<file path="src/rtl/bank_conflict_rd.sv">
module bank_conflict_rd #(
  parameter int LANES = 16,
  parameter int NBANK = 16,
  parameter int AW    = 8,
  parameter int DW    = 32
) (
  input  logic                clk,
  input  logic                rst_n,
  input  logic                req_valid,
  output logic                req_ready,
  input  logic [LANES-1:0]    req_mask,
  input  logic [LANES*AW-1:0] req_addr,
  output logic [LANES*DW-1:0] rd_data,
  output logic                done,
  output logic                busy
);
  localparam int BW = $clog2(NBANK);

  logic [AW-1:0]    addr_q [LANES];
  logic [DW-1:0]    data_q [LANES];
  logic [LANES-1:0] pend_q;
  logic [LANES-1:0] lead;
  logic [LANES-1:0] fin;
  logic             accept;

  function automatic logic [DW-1:0] word_at(input logic [AW-1:0] a);
    logic [31:0] w;
    w = ((32'(a) << 16) | 32'(a)) ^ 32'h5A0000C3;
    return DW'(w);
  endfunction

  assign req_ready = !busy;
  assign accept    = req_valid && req_ready;

  always_comb begin
    lead = '0;
    fin  = '0;
    for (int t = 0; t < LANES; t++) begin
      lead[t] = pend_q[t];
      for (int j = 0; j < t; j++)
        if (pend_q[j] && addr_q[j][BW-1:0] == addr_q[t][BW-1:0]) lead[t] = 1'b0;
    end
    for (int t = 0; t < LANES; t++)
      for (int j = 0; j <= t; j++)
        if (pend_q[t] && lead[j] && addr_q[j] == addr_q[t]) fin[t] = 1'b1;
  end

  always_ff @(posedge clk or negedge rst_n) begin
    if (!rst_n) begin
      busy   <= 1'b0;
      done   <= 1'b0;
      pend_q <= '0;
      for (int t = 0; t < LANES; t++) begin
        addr_q[t] <= '0;
        data_q[t] <= '0;
      end
    end else begin
      done <= 1'b0;
      if (accept) begin
        busy   <= 1'b1;
        pend_q <= req_mask;
        for (int t = 0; t < LANES; t++) begin
          addr_q[t] <= req_addr[t*AW +: AW];
          data_q[t] <= '0;
        end
      end else if (busy) begin
        pend_q <= pend_q & ~fin;
        for (int t = 0; t < LANES; t++)
          if (fin[t]) data_q[t] <= word_at(addr_q[t]);
        if ((pend_q & ~fin) == '0) begin
          busy <= 1'b0;
          done <= 1'b1;
        end
      end
    end
  end

  for (genvar g = 0; g < LANES; g++) begin : g_out
    assign rd_data[g*DW +: DW] = data_q[g];
  end
endmodule

</file>
<file path="config.mk">
export PLATFORM = sky130hd
export DESIGN_NAME = bank_conflict_rd
export DESIGN_NICKNAME = d
export VERILOG_FILES = /design/src/rtl/bank_conflict_rd.sv
export SDC_FILE = /design/constraint.sdc
export NUM_CORES = 1
export LEC_CHECK = 0
export BUFFER_PORTS_ARGS = -buffer_cell sky130_fd_sc_hd__buf_2
export CORE_AREA = 2 2 261 263
export DETAILED_ROUTE_END_ITERATION = 12
export DIE_AREA = 0 0 263 265
export HOLD_SLACK_MARGIN = 0.05
export MAX_ROUTING_LAYER = met4
export PLACE_DENSITY = 0.67
export SLEW_MARGIN = 25
export SYNTH_ARGS = -nofsm -noshare
export SYNTH_HDL_FRONTEND = slang
export SYNTH_SLANG_ARGS = --single-unit
</file>
<file path="constraint.sdc">
create_clock -name clk -period 4.02 [get_ports clk]
set_input_delay 0.201 -clock clk [delete_from_list [all_inputs] [get_ports clk]]
set_output_delay 0.201 -clock clk [all_outputs]
set_load 0.02 [all_outputs]
</file>
# Word level (Yosys, flattened, before mapping)
# Index checks and enable logic that the tools add are counted.
# Widths: inputs -> output; s select.
# op_classes
eq_ne	240
muxes	282
bitwise	34
n_reduce_logical	411
# op_table
operator	n
$mux 512	2
$eq 8x8->1	120
$mux 32	16
$eq 4x4->1	120
$or 24x8->24	16
$logic_and 1x1->1	376
$mux 1	262
$not 4->8	16
$reduce_bool 2->1	17
$mux 16	2
$reduce_and 2->1	16
$and 16x16->16	1
$logic_not 16->1	1
$not 16->16	1
$logic_not 1->1	1
# totals
register_bits	658
in_bits	147
out_inout_bits	515
wordCells	1002

# Logic depth before layout (Yosys ltp)
# Gate-level depths: netlist of the first run.
# depth
ltp_word	26
ltp_mapped	13
depth_no_buf	9

# Worst setup path after synthesis of the first run
# No wires, ideal clock.
# synth_path
path_kind	register to register
start	reg addr_q[122] in the netlist's numbering
end	reg data_q (netlist bit rd_data[403])
setup_ps	132
arrival_time_ps	2568
t_required_ps	3888
slack_ps	1321
path_stages_with_launch	12
path_buffers	2
synth_period_minus_slack_ps	2699
path_cell_list	dfrtp_1 buf_4 xor2_1 nor3_1 a32oi_2 nand2_2 or4_1 nor4b_4 a311oi_4 buf_6 mux2i_1 nor2_1
# synth_via
elab_chain_len	19
word_cells_on_any_way	142
classes_between	eq/ne (13); mux (91); reduce/logical (38)
# synth_lines
element	line	text
start: declaration	19	logic [AW-1:0] addr_q [LANES];
start signal: indexed assignment	63	addr_q[t] <= req_addr[t*AW +: AW];
$eq 4x4->1	41	if (pend_q[j] && addr_q[j][BW-1:0] == addr_q[t][BW-1:0]) lead[t] = 1'b0;
$logic_and 1x1->1	41	
$mux 1	41	
$logic_and 1x1->1 or $mux 1 (tied branches) (2 in series)	45, 41	
$mux 1 (tied with other cells) (8 in series)	45	if (pend_q[t] && lead[j] && addr_q[j] == addr_q[t]) fin[t] = 1'b1;
$mux 1 or $logic_and 1x1->1 (tied branches) (2 in series)	45	
$mux 1	45	
$mux 1 (*)	45	
$reduce_bool 2->1 (no source line) (*)	n/a	
$reduce_and 2->1 (no source line) (*)	n/a	
end signal: indexed assignment	69	if (fin[t]) data_q[t] <= word_at(addr_q[t]);
end: declaration	20	logic [DW-1:0] data_q [LANES];
# Every way passes the cells marked *; elsewhere a longest branch is shown, timed or not.
# A chain may end at the register's enable or synchronous reset.

# Worst setup path after layout of the first run
# layout_path
start	reg addr_q[106] in the netlist's numbering
end	reg data_q (netlist bit rd_data[471])
# layout_via
elab_chain_len	21
word_cells_on_any_way	149
classes_between	eq/ne (15); mux (93); reduce/logical (41)
# layout_lines
element	line
$eq 4x4->1	41
$logic_and 1x1->1	41
$mux 1 (2 in series)	41
$logic_and 1x1->1 (2 in series)	45
$mux 1 (12 in series)	45
$mux 1 (*)	45
$reduce_bool 2->1 (no source line) (*)	n/a
$reduce_and 2->1 (no source line) (*)	n/a
# Marks and branches as above.

==> results of run 1 <==
[cell usage after synthesis, drive strengths merged (6+ instances only)]
cell type | count | share of area (%)
xor2 | 737 | 22
buf | 549 | 13
nand2 | 521 | 6.6
dfrtp | 354 | 30
xnor2 | 223 | 6.6
nor4 | 181 | 3.9
mux2i | 146 | 4.9
nor2 | 127 | 1.6
clkbuf | 109 | 1.4
nand3 | 79 | 1.3
nand4 | 71 | 1.5
o21ai | 67 | 1.1
nor3 | 65 | 1.2
a22oi | 28 | 0.73
inv | 28 | 0.36
a21oi | 15 | 0.27
and4 | 12 | 0.36
a21o | 10 | 0.25
and3 | 10 | 0.21
a31oi | 8 | 0.23
a32oi | 8 | 0.26
o22ai | 8 | 0.17
a311oi | 7 | 0.33
a22o | 6 | 0.18
[stage by stage]
| stage | worst slack, ns | power [mW] | instances | hold WS (ns) | area, um^2 |
|---|---|---|---|---|---|
| after floorplan | 1.32 | 22.5 | 3627 | -0.0946 | 30300 |
| after global placement | 0.393 | 30.8 | 4713 | 0.368 | 33100 |
| after detailed placement | 0.362 | 31.1 | 4713 | 0.370 | 33100 |
| after CTS | 0.330 | 35.6 | 4934 | 0.0799 | 36100 |
| after global routing | 0.199 | 37.8 | 4938 | 0.0758 | 36200 |
| final | 0.305 | 36.3 | 4938 | 0.102 | 36200 |
[worst max-delay path: stages (launching register included)]
cell,delay [ns]
dfrtp_1,0.77
xor2_1,0.20
nor4_1,0.08
a22oi_1,0.43
nand3_1,0.52
nor3_1,0.41
a2111oi_1,0.10
buf_4,0.17
a31oi_2,0.31
buf_12,0.21
mux2i_1,0.28
nor2_1,0.09
[cell type report]
type	count	area, um^2
Fill cell	6136	30600
Timing Repair Buffer	1016	7370
Tap cell	873	1090
Multi-Input combinational cell	2587	17200
Antenna cell	3	7.51
Clock inverter	12	226
Clock buffer	65	1320
Sequential cell	354	8860
Inverter	28	105
[routing by layer]
metal  wire length, um  vias to the layer above  global-route usage [%]
li1                  -                    11900                       -
met1             51800                    13500                    46.9
met2             58300                     1660                    56.0
met3             12200                      468                    7.65
met4              9000                        0                    21.7
met5                 0                        -                       -
[cell families (layout without fill, tap and decap cells)]
| logic type | after synthesis | in the layout | synth area share (%) |
|---|---|---|---|
| simple gates | 1086 | 1086 | 17.2 |
| buf+inv | 686 | 1121 | 14.5 |
| mux | 146 | 146 | 4.94 |
| other cells | 1 | 195 | 0.0127 |
| flops | 354 | 354 | 30.0 |
| compound gates | 203 | 203 | 4.95 |
| xor+xnor | 960 | 960 | 28.5 |
[worst paths after layout]
kind / from / end / slack (ns) / depth (start not counted)
setup / recovery: addr_q[106] / rd_data[471] / 0.31 / 11
min in group asynchronous: rst_n / addr_q[79] / 0.12 / 2
max in group asynchronous: rst_n / rd_data[276] / 2.68 / 4
hold / removal: req_addr[26] / addr_q[98] / 0.10 / 3
hold reg to reg: addr_q[19] / addr_q[19] / 0.48 / 2
setup reg to reg: addr_q[106] / rd_data[471] / 0.31 / 11
[registers in the layout, summed over array words and instances, names as in the netlist]
register	flops
pend_q	16
addr_q	128
busy	1
rd_data	208
done	1
[timing repair]
item                                   4_1_cts  5_1_grt
hold buffers                               144        0
endpoints found under the hold margin      253        0
resized for setup                            0        0
[where the power goes]
group          leakage, nW  switching [mW]  internal [mW]
clock                0.752            1.64           2.65
sequential            4.53            2.68           5.07
combinational         13.1            14.9           9.38
total                 18.4            19.2           17.1
==> impl_metrics.ini, run 1 <==
[worst_hold_path]
min_path_type = in2reg

[logic_synthesis]
yosysUniqueCellTypes = 71
ys_seq_area_share_pct = 30.0
synth-main-ff-cell = dfrtp_1
ys_seq_elements = 354
syn_area_per_cell_um2 = 8.61
syn_area_um2 = 29600
netlist_instances = 3436
synth_warnings = 0
synth-edff-count = 0
async_reset_ff_share_pct = 100

[timing]
final-setup-viol-count = 0
fmax_mhz = 269
slew_headroom_pct = 36.2
period_minus_slack_ns = 3.71
slew_violations = 0
tightest_slew_ns = 0.955
rsz0062_at_grt = no
final.setup.tns_ns = 0
min_period_over_period_pct = 92.4
clock_skew_ns = 0.0156
hold_viol_final = 0

[grt]
grt_pass1_wl_um = 187000
grt_overflow = 0
grt_antenna_before_repair = 4
grt_pass1_vias = 26800
grt_max_degree = 117
gr-usage-all-layers_pct = 37.4

[clocking]
clock_path_buffers = 3
cts_setup_buffers = 0
clock_latency_ns = 0.58
cts_tree = built
h-tree-depth = 2
clkTransAtPathRegs_ns = 0.06
cts_made_buffers = 42
cts.root.buffer_cell = clkbuf_16
clock-sinks = 354

[route]
wl_per_cell_um = 26.6
firstDrtPassIters = 6
finalWirelength_um = 131000
vias = 27600
viasPerCell = 5.58
drt_iter0_drc = 2986
drc = 0
ant_nets = 0

[status]
status = complete, no violations

[floorplanning]
start_util_pct = 44.3
core_um2 = 66800
die_height_um = 265
ios = 662
fp.dieW_um = 263
die_area_um2 = 69700
row_count = 95

[layout]
nets = 4176
final_cell_mix = xor2_1, nand2_1, buf_2, buf_4, dfrtp_1
final_core_util_pct = 54.1
area_growth_pct = 22.3
final_common_cell = xor2_1
drive_above_1_share_pct = 23.7

[run]
cap_violations = 0

[place]
io_buffers = 469
routabilityCongestion = 1.09
dp_hpwl_um = 94300

[worst_setup_path]
start_kind = flip-flop
crit_type = reg2reg
critPathCaptureType = flip-flop
crit_arrival_ns = 4.17
cp_max_fo = 13
required_ns = 4.47

[power]
ir_worst_vdd_v = 0.000478
p_leak_nw = 18.4
power.density_nw_per_um2 = 1000
Power figures use the tool's default switching activity.
==> inputs of run 2 (changes only) <==
--- a/config.mk
+++ b/config.mk
@@ -6,12 +6,10 @@
 export NUM_CORES = 1
 export LEC_CHECK = 0
 export BUFFER_PORTS_ARGS = -buffer_cell sky130_fd_sc_hd__buf_2
-export CORE_AREA = 2 2 261 263
+export CORE_UTILIZATION = 25
 export DETAILED_ROUTE_END_ITERATION = 12
-export DIE_AREA = 0 0 263 265
 export HOLD_SLACK_MARGIN = 0.05
 export MAX_ROUTING_LAYER = met4
-export PLACE_DENSITY = 0.67
 export SLEW_MARGIN = 25
 export SYNTH_ARGS = -nofsm -noshare
 export SYNTH_HDL_FRONTEND = slang
==> run 2 against run 1 <==
Compared with the run above: sequential share of layout area down 0.59 points; routed wire length up 12%; worst setup slack worse by 0.21 ns; fmax down 5.4%; combinational power up 2%; core utilization down 22 points; via count down 1.9%; die area up 72%; non-clock buffer count down 9; worst hold slack better by 0.032 ns; cell area up 2.5%; clock skew up 0.015 ns; largest cell class unchanged; highest routed layer unchanged.
==> impl_metrics.ini, run 2 (synthesis results as in run 1) <==
[status]
status = complete, no violations

[floorplanning]
core_um2 = 117000
die_height_um = 346
fp.dieW_um = 346
start_util_pct = 25.3
die_area_um2 = 120000
row_count = 125
ios = 662

[power]
power_frac_comb_pct = 66.9
clock_power_share_pct = 12.1
ir_worst_vdd_v = 0.000555
swShare_pct = 53.5
p_leak_nw = 18.4
power.share.sequential_pct = 21.1
internal-power_mw = 17.1
power.density_nw_per_um2 = 994
p_sw_mw = 19.7
p_total_mw = 36.8

[place]
dp_hpwl_um = 106000
pre_cts_ws_ns = 0.119
dpl_cell_area_um2 = 34000
routabilityCongestion = 1.04
io_buffers = 469

[route]
ant_nets = 0
finalWirelength_um = 147000
wl_per_cell_um = 26.2
firstDrtPassIters = 5
drc = 0
viasPerCell = 4.84
drt_iter0_drc = 2484
vias = 27100

[layout]
area_growth_pct = 25.3
final_common_cell = xor2_1
stdcell_area_um2 = 37100
final_cell_mix = xor2_1, nand2_1, buf_2, dfrtp_1, buf_4
nets = 4171
nFillCells = 12200
drive_above_1_share_pct = 23.7
largest_reg_flops = 208

[worst_setup_path]
cp_max_fo = 7
required_ns = 4.55
rrSetupSlack_ns = 0.09
cp-startpoint = addr_q[82]
critPathCaptureType = flip-flop
crit_type = reg2reg
worstReg2RegStart = addr_q[82]
crit_arrival_ns = 4.46
start_kind = flip-flop

[timing]
tightest_slew_ns = 1.07
fmax_mhz = 255
setup_ws_ns = 0.0922
period_minus_slack_ns = 3.93
final-setup-viol-count = 0
rsz0062_at_grt = no
final.setup.tns_ns = 0
hold_viol_final = 0
slew_violations = 0
holdWs_ns = 0.134
slew_headroom_pct = 28.2
clock_skew_ns = 0.0304
min_period_over_period_pct = 97.7

[clocking]
h-tree-depth = 2
cts_setup_buffers = 0
cts_made_buffers = 46
cts_tree = built
clock-sinks = 354
clock_path_buffers = 3
clkTransAtPathRegs_ns = 0.07
clock_latency_ns = 0.65
cts.root.buffer_cell = clkbuf_16

[grt]
groute.layer.met3.usage_pct = 3.62
grt_overflow = 0
top_usage_layer = met2
grt_antenna_before_repair = 1
grt_use_met2_pct = 39.7
grt_pass1_vias = 26800
gr-usage-all-layers_pct = 24.5
grt_pass1_wl_um = 206000
grt_max_degree = 128
gr-usage-met1_pct = 29.6

[worst_hold_path]
min_path_type = in2reg
worstHoldStart = req_valid

[run]
cap_violations = 0
## run 2: cell types whose count changed in the layout (fill, tap and decap cells not counted), moves of 2 or more
cell and change:
buf_4 -21, buf_12 +9, clkbuf_8 -5, clkinv_2 +5, inv_6 +5, dlygate4sd3_1 +4, clkbuf_1 -3, clkinvlp_4 +2
diode_2 -2
## run 2: worst paths after layout
path,cells after the start,end
worst max-delay path,13,done
min in group asynchronous,2,rd_data[448]
max in group asynchronous,3,addr_q[117]
worst min-delay path,4,addr_q[79]
worst min register to register,2,rd_data[7]
worst max register to register,13,done
## run 2: timing repair
action,in CTS,in global routing
gates resized for setup,0,2
endpoints found under the hold margin,225,0
hold buffers,148,0
setup endpoints to repair,0,4
## run 2: cell type report
| class | instances | area (um^2) | area share [%] |
|---|---|---|---|
| clock inverter | 26 | 317 | 0.854 |
| sequential | 354 | 8860 | 23.9 |
| timing repair buffer | 1007 | 7400 | 20.0 |
| tap | 1524 | 1910 | 5.14 |
| inverter | 28 | 105 | 0.284 |
| clock buffer | 58 | 1270 | 3.42 |
| antenna | 1 | 2.50 | 0.00675 |
| multi-input combinational | 2587 | 17200 | 46.4 |
## run 2: metrics by stage
stage          utilization (%)  cells
6_report                  31.8   5585
3_3_place_gp              29.1   5352
2_1_floorplan                -   3627
3_5_place_dp              29.1   5352
4_1_cts                   31.8   5584
5_1_grt                   31.8   5585
## run 2: layer usage
| metal | vias up | part of all wire [%] |
|---|---|---|
| li1 | 11900 | - |
| met4 | 0 | 5.7 |
| met3 | 412 | 6.7 |
| met2 | 1386 | 47 |
| met1 | 13300 | 40 |
| met5 | - | 0 |
## run 2: critical path: stages, from the launching register on
cell and delay (ns):
dfrtp_1 0.59, buf_4 0.27, buf_4 0.22, xor2_1 0.09, nor4_1 0.74, a22oi_1 0.29, nand4_1 0.19, buf_4 0.15
o22ai_1 0.15, nor3_1 0.36, buf_4 0.20, nand4_1 0.14, and4_1 0.24, and3_1 0.19
## run 2: power groups by stage
stage	combinational (mW)	clock, mW	sequential (mW)
2_1_floorplan	15.7	0	6.83
3_5_place_dp	24.1	0	7.78
3_3_place_gp	24.0	0	7.76
4_1_cts	24.3	4.59	7.74
6_report	24.6	4.44	7.76
5_1_grt	26.0	4.71	7.92
